[config.mk]
export PLATFORM = sky130hd
export DESIGN_NAME = pcm_voice_port
export DESIGN_NICKNAME = d
export VERILOG_FILES = /design/src/rtl/pcm_voice_port.sv
export SDC_FILE = /design/constraint.sdc
export NUM_CORES = 1
export LEC_CHECK = 0
export ABC_AREA = 1
export BUFFER_PORTS_ARGS = -buffer_cell sky130_fd_sc_hd__buf_2
export CORE_ASPECT_RATIO = 1.1
export CORE_UTILIZATION = 62
export DETAILED_ROUTE_END_ITERATION = 8
export PLACE_DENSITY = 0.85
export SLEW_MARGIN = 20
export SYNTH_ARGS = -nofsm -noshare
export SYNTH_HDL_FRONTEND = slang
export SYNTH_SLANG_ARGS = --single-unit
[constraint.sdc]
create_clock -name clk -period 9.21 [get_ports clk]
set_input_delay 1.842 -clock clk [delete_from_list [all_inputs] [get_ports clk]]
set_output_delay 1.842 -clock clk [all_outputs]
set_load 0.05 [all_outputs]
[src/rtl/pcm_voice_port.sv]
`timescale 1ns/1ps
module pcm_voice_port #(
  parameter int SAMPLE_W = 16,
  parameter int SLOT_W   = 32,
  parameter int DIV_W    = 8,
  parameter int FRM_W    = 12
) (
  input  logic                clk,
  input  logic                rst_n,
  input  logic                master,
  input  logic                edge_mode,
  input  logic                stereo,
  input  logic [DIV_W-1:0]    half_div,
  input  logic [FRM_W-1:0]    frame_len,
  input  logic                bclk_in,
  input  logic                fsync_in,
  output logic                bclk_out,
  output logic                fsync_out,
  output logic                ser_out,
  input  logic                ser_in,
  input  logic [SAMPLE_W-1:0] tx_data,
  input  logic                tx_valid,
  output logic                tx_ready,
  output logic                tx_underrun,
  output logic [SAMPLE_W-1:0] rx_data,
  output logic                rx_valid
);
  localparam int OFS_W = $clog2(SLOT_W);
  localparam int POS_W = OFS_W + 2;
  localparam logic [POS_W-1:0] POS_IDLE = '1;

  function automatic logic in_slot(input logic [POS_W-1:0] p, input logic st);
    return (p < POS_W'(SLOT_W)) || (st && p < POS_W'(2 * SLOT_W));
  endfunction

  function automatic logic is_data(input logic [POS_W-1:0] p);
    return {1'b0, p[OFS_W-1:0]} < (OFS_W + 1)'(SAMPLE_W);
  endfunction

  logic [2:0]          bc_s, di_s;
  logic [1:0]          fs_s;
  logic [DIV_W-1:0]    div_q;
  logic                bclk_q;
  logic [FRM_W-1:0]    fcnt_q;
  logic [POS_W-1:0]    pos_q;
  logic [SAMPLE_W-1:0] buf_q, sh_q, rx_sh_q, rx_data_q;
  logic                full_q, dx_q, und_q, rx_v_q;

  logic tick, rise_ev, fall_ev, launch, fs_end, fs_act, take, hs, rx_pick;
  logic [POS_W-1:0] pos_nx;

  assign tick    = master && (div_q == half_div - 1'b1);
  assign rise_ev = master ? (tick && !bclk_q) : (bc_s[1] && !bc_s[2]);
  assign fall_ev = master ? (tick &&  bclk_q) : (!bc_s[1] && bc_s[2]);
  assign launch  = edge_mode ? fall_ev : rise_ev;
  assign fs_end  = (fcnt_q == frame_len - 1'b1);
  assign fs_act  = master ? fs_end : (fs_s[1] ^ edge_mode);
  assign pos_nx  = fs_act ? '0 : ((pos_q == POS_IDLE) ? pos_q : pos_q + 1'b1);
  assign take    = launch && in_slot(pos_nx, stereo) && (pos_nx[OFS_W-1:0] == '0);
  assign hs      = tx_valid && !full_q;
  assign rx_pick = fall_ev && in_slot(pos_q, stereo) && is_data(pos_q);

  assign tx_ready    = !full_q;
  assign tx_underrun = und_q;
  assign ser_out     = dx_q;
  assign bclk_out    = bclk_q;
  assign fsync_out   = master ? (fs_end ^ edge_mode) : edge_mode;
  assign rx_data     = rx_data_q;
  assign rx_valid    = rx_v_q;

  always_ff @(posedge clk) begin
    if (!rst_n) begin
      bc_s <= '0;
      di_s <= '0;
      fs_s <= '0;
    end else begin
      bc_s <= {bc_s[1:0], bclk_in};
      di_s <= {di_s[1:0], ser_in};
      fs_s <= {fs_s[0], fsync_in};
    end
  end

  always_ff @(posedge clk) begin
    if (!rst_n) begin
      div_q  <= '0;
      bclk_q <= 1'b0;
      fcnt_q <= '0;
    end else begin
      div_q  <= (!master || tick) ? '0 : div_q + 1'b1;
      bclk_q <= master ? (bclk_q ^ tick) : 1'b0;
      if (!master)
        fcnt_q <= '0;
      else if (launch)
        fcnt_q <= fs_end ? '0 : fcnt_q + 1'b1;
    end
  end

  always_ff @(posedge clk) begin
    if (!rst_n) begin
      pos_q  <= POS_IDLE;
      buf_q  <= '0;
      sh_q   <= '0;
      full_q <= 1'b0;
      dx_q   <= 1'b0;
      und_q  <= 1'b0;
    end else begin
      und_q  <= take && !full_q;
      full_q <= (full_q && !take) || hs;
      if (hs) buf_q <= tx_data;
      if (launch) begin
        pos_q <= pos_nx;
        if (take) begin
          dx_q <= full_q && buf_q[SAMPLE_W-1];
          sh_q <= full_q ? (buf_q << 1) : '0;
        end else if (in_slot(pos_nx, stereo) && is_data(pos_nx)) begin
          dx_q <= sh_q[SAMPLE_W-1];
          sh_q <= sh_q << 1;
        end else begin
          dx_q <= 1'b0;
        end
      end
    end
  end

  always_ff @(posedge clk) begin
    if (!rst_n) begin
      rx_sh_q   <= '0;
      rx_data_q <= '0;
      rx_v_q    <= 1'b0;
    end else begin
      rx_v_q <= 1'b0;
      if (rx_pick) begin
        rx_sh_q <= {rx_sh_q[SAMPLE_W-2:0], di_s[2]};
        if (pos_q[OFS_W-1:0] == OFS_W'(SAMPLE_W - 1)) begin
          rx_data_q <= {rx_sh_q[SAMPLE_W-2:0], di_s[2]};
          rx_v_q    <= 1'b1;
        end
      end
    end
  end

  a_r3_pad_low: assert property (@(posedge clk) disable iff (!rst_n)
    (in_slot(pos_q, stereo) && !is_data(pos_q)) |-> !ser_out);
  a_r7_idle_low: assert property (@(posedge clk) disable iff (!rst_n)
    !in_slot(pos_q, stereo) |-> !ser_out);
  a_r8_underrun_pulse: assert property (@(posedge clk) disable iff (!rst_n)
    tx_underrun |=> !tx_underrun);
  a_r5_rx_pulse: assert property (@(posedge clk) disable iff (!rst_n)
    rx_valid |=> !rx_valid);
  a_r9_hold: assert property (@(posedge clk) disable iff (!rst_n)
    (tx_valid && tx_ready) |=> !tx_ready);
  a_r10_slave_quiet: assert property (@(posedge clk) disable iff (!rst_n)
    !master |=> !bclk_out);
endmodule

* Yosys cells after proc, flatten, opt, wreduce, memory -nomap -nowiden *
Index checks and enable logic that the tools add are counted.

cells by class
  $add $sub $neg = 5
  bitwise logic cells = 4
  magnitude comparators = 6
  eq/ne operators = 4
  shifts and indexed selects = 0
  multiplexer cells = 14
  multipliers = 0
  divide/modulo/power cells = 0
  reductions and logical operators = 33

operators by type and width
  operator               count
  $mux 16                3
  $logic_and 1x1->1      16
  $lt 7x6->1 const B     2
  $lt 7x7->1 const B     2
  $mux 7                 2
  $add 12x1->12 const B  1
  $eq 12x12->1           1
  $mux 12                1
  $sub 12x1->12 const B  1
  $lt 5x5->1 const B     2
  $add 8x1->8 const B    1
  $eq 8x8->1             1
  $mux 1                 8
  $reduce_and 2->1       4
  $sub 8x1->8 const B    1
  $add 7x1->7 const B    1
  $eq 7x7->1 const B     1
  $logic_not 1->1        6
  $eq 5x4->1 const B     1
  $logic_not 5->1        1
  $logic_or 1x1->1       4
  $xor 1x1->1            3
  $reduce_bool 2->1      1
  $reduce_or 2->1        1
  $not 1->1              1

storage, ports and cells
  register bits after elaboration = 103
  ROM bits = 0
  memories = 0
  output and inout bits = 22
  bits in latches = 0
  memory bits (writable) = 0

* Logic depth before layout (Yosys ltp) *
  depth after elaboration = 12
  depth in mapped cells = 23
  depth with buffers taken out = 23

* Worst setup path after synthesis *
OpenSTA, ideal clock, no wires.

  path kind = input-to-output
  start = input port frame_len[1]
  end = output port fsync_out
  stages on the path = 11
  buffers on the path = 1
  arrival time = 3.689 ns
  slack = 3.679 ns
  cell sequence = inv_1 > ha_1 > nand2_1 > nor2_2 > nand2_1 > nand2_1 > nand2_1 > xor2_1 > nand4_2 > buf_6 > xor2_1

on the way
  longest elaborated chain between the ends = 4

RTL lines
  element             line  source
  start: declaration  14    input logic [FRM_W-1:0] frame_len,
  $sub 12x1->12       56    assign fs_end = (fcnt_q == frame_len - 1'b1);
  $eq 12x12->1        56
  $xor 1x1->1         67    assign fsync_out = master ? (fs_end ^ edge_mode) : edge_mode;
  $mux 1              67
  end: declaration    18    output logic fsync_out,

No other way between the ends.

* Worst setup path in the final report *
  start = input port frame_len[0]
  end = output port fsync_out

Same word-level chain as after synthesis.

==> metrics.txt <==
status=finished, final reports clean; setup violators final=0; Gate power share=0.150; Total Routed Length=~10000 µm; CP Depth=12; max cap viols=0; hold buffer count at CTS=0; #FFs+latches synth=approximately 100; Die Footprint=8380 µm²; GP Congestion=0.854; Die Height=about 96 µm; most common cell after layout, fill and taps aside=nand2_1; P_sw=around 250 µW; clock sinks=102; drc violations=0; CP bufs+invs=3; Worst-Margin Slew=0.670 ns; YS warnings=0; Final Skew=between 0.01 and 0.015 ns; final setup TNS=0 ns; Setup CP Type=input port to output pin; Crit path required time=7.37 ns; detailed placement HPWL=7330 µm; Clk network pwr share=0.309; CP Launch Type=input port; post-layout min period=5.58 ns; Port Buffers=66; n_diodes=0; CP arrival=between 3 and 4 ns; post-CTS sizing=0; Top delay family on crit path=simple AND/OR/NAND/NOR gates; Slew Limit Fails=0; first-pass GRT wire length=~17000 µm; max_slew headroom=0.552; Pre-antenna DRT Iters=5; register area share after synthesis=0.411; GRT Total Usage=0.258; H-tree depth=3; share of cells above drive strength 1=0.154; period utilization=0.606; internal cell power=614 µW; sw frac=0.293; synth unique cells=40; initial DRC count=219; most frequent cells in the layout=nand2_1, dfxtp_1, nor2_1; synth-to-layout area growth=11.1%; # rows=33; via/cell ratio=5.16; Post-CTS Setup Bufs=0; crit-path cells=buf_2, inv_2, ha_1, nand2_1, nor2_2, nand2_1, nand2_1, nand2_1, xor2_1, nand4_2, xor2_1, buf_2; f_max=179 MHz; Worst-path clk slew=0.10 ns; max incr delay on CP=0.37 ns; CTS Buffer Depth=2; vias in the first global route=4243; worst hold path class=flop to flop; Tot Pwr=868 µW; Worst Path Max Fanout=12; CTS Root Cell=clkbuf_8; CP Capture Type=output pin; die width=about 87 µm; PD cells=about 160 nW/µm²; final hold vios=0; CTS tree=done; synthesized area per cell=6.97 µm²; worst skew pair latency=0.37 ns; worst-case reg-to-reg path depth=15; Peak supply drop=0.106 mV; via count=between 4000 and 5000; Cells after Synth=713; RSZ-0062 raised after global routing=no; Seq pwr share=0.541; Slowest-stage cell, CP=nand4_2; IO Pins=67; Mapped Area=just under 5000 µm²; Leak=about 2.7 nW; starting density of the core=0.654; nets@finish=821; number of buffers created by CTS=9; total grt overflow=0; DRT antenna net count=0; WL/cell=11.5 µm; initial antenna violation count=0; largest net degree at the start of global routing=approximately 70; Syn Nets=766; most numerous cell on the critical path=nand2_1; core region area=about 7600 µm²; hold depth=2
cell families after synthesis:
family	Yosys count	synth area share
compound gates	107	0.125
xor+xnor	25	0.0440
fa+ha+maj	8	0.0201
buf+inv	112	0.0886
flops	102	0.411
simple gates	359	0.312
routing by layer:
metal	routed length, µm	share of wire	track usage	vias up
li1	-	-	-	2373
met1	4580	0.45	0.306	2042
met2	4960	0.49	0.473	95
met5	0	0	0	-
met4	210	0.021	0.108	0
met3	359	0.036	0.0257	20
layout make-up:
| type | instances | area, µm² |
|---|---|---|
| Multi-Input combinational cell | 499 | 2490 |
| Fill cell | 658 | 2070 |
| Sequential cell | 102 | 2040 |
| Timing Repair Buffer | 67 | 338 |
| Inverter | 89 | 334 |
| Clock buffer | 10 | 138 |
| Tap cell | 105 | 131 |
| Clock inverter | 6 | 50.0 |
synth_stat cells (all sizes together):
library cell,number,area share
o311ai,1,0.0018
a21oi,34,0.040
nor3b,1,0.0015
o211ai,5,0.0096
nor3,9,0.0091
nand3,44,0.045
nand3b,3,0.0045
nor4,1,0.0013
dfxtp,102,0.41
o21bai,1,0.0015
or2,2,0.0025
o21a,1,0.0015
o31ai,1,0.0015
a221oi,2,0.0035
xor2,16,0.028
clkbuf,17,0.013
inv,89,0.067
nor2,100,0.086
ha,8,0.020
xnor2,9,0.016
buf,6,0.0086
nand2,189,0.15
a211oi,4,0.0060
o21ai,57,0.057
nand4,10,0.015
o41ai,1,0.0018
metrics by stage:
stage / setup WS [ns] / util / cells / hold slack, ns / instance area, µm²
after detailed placement: 3.49 / 0.702 / 862 / 0.407 / 5340
after CTS: 3.61 / 0.727 / 878 / 0.429 / 5520
after floorplan: 3.68 / - / 713 / 0.390 / 4970
final: 3.63 / 0.727 / 878 / 0.426 / 5520
after global routing: 3.33 / 0.727 / 878 / 0.440 / 5520
after global placement: 3.64 / 0.702 / 862 / 0.394 / 5340
worst paths after layout:
path / startpoint / to / slack (ns)
max: frame_len[0] / fsync_out / 3.63
min reg2reg: di_s[1] / di_s[2] / 0.43
max reg2reg: div_q[3] / rx_data[12] / 5.43
min: di_s[1] / di_s[2] / 0.43
state kept, by name, summed over array words and instances, names as in the netlist, 2 cells and up:
| register | cells |
|---|---|
| rx_sh_q | 15 |
| di_s | 3 |
| sh_q | 15 |
| bc_s | 3 |
| div_q | 8 |
| fcnt_q | 12 |
| pos_q | 7 |
| rx_data | 16 |
| fs_s | 2 |
| buf_q | 16 |
worst min-delay path: stages (launching register included):
cell	delay, ns
dfxtp_1	0.31
nand2_1	0.05
inv_1	0.03
power by group through the flow:
stage / sequential (mW) / clock (mW) / combinational (mW)
final: 0.470 / 0.269 / 0.130
after global routing: 0.472 / 0.289 / 0.149
after CTS: 0.470 / 0.273 / 0.130
after detailed placement: 0.480 / 0 / 0.129
after global placement: 0.479 / 0 / 0.125
after floorplan: 0.476 / 0 / 0.101
Power figures use the tool's default switching activity.
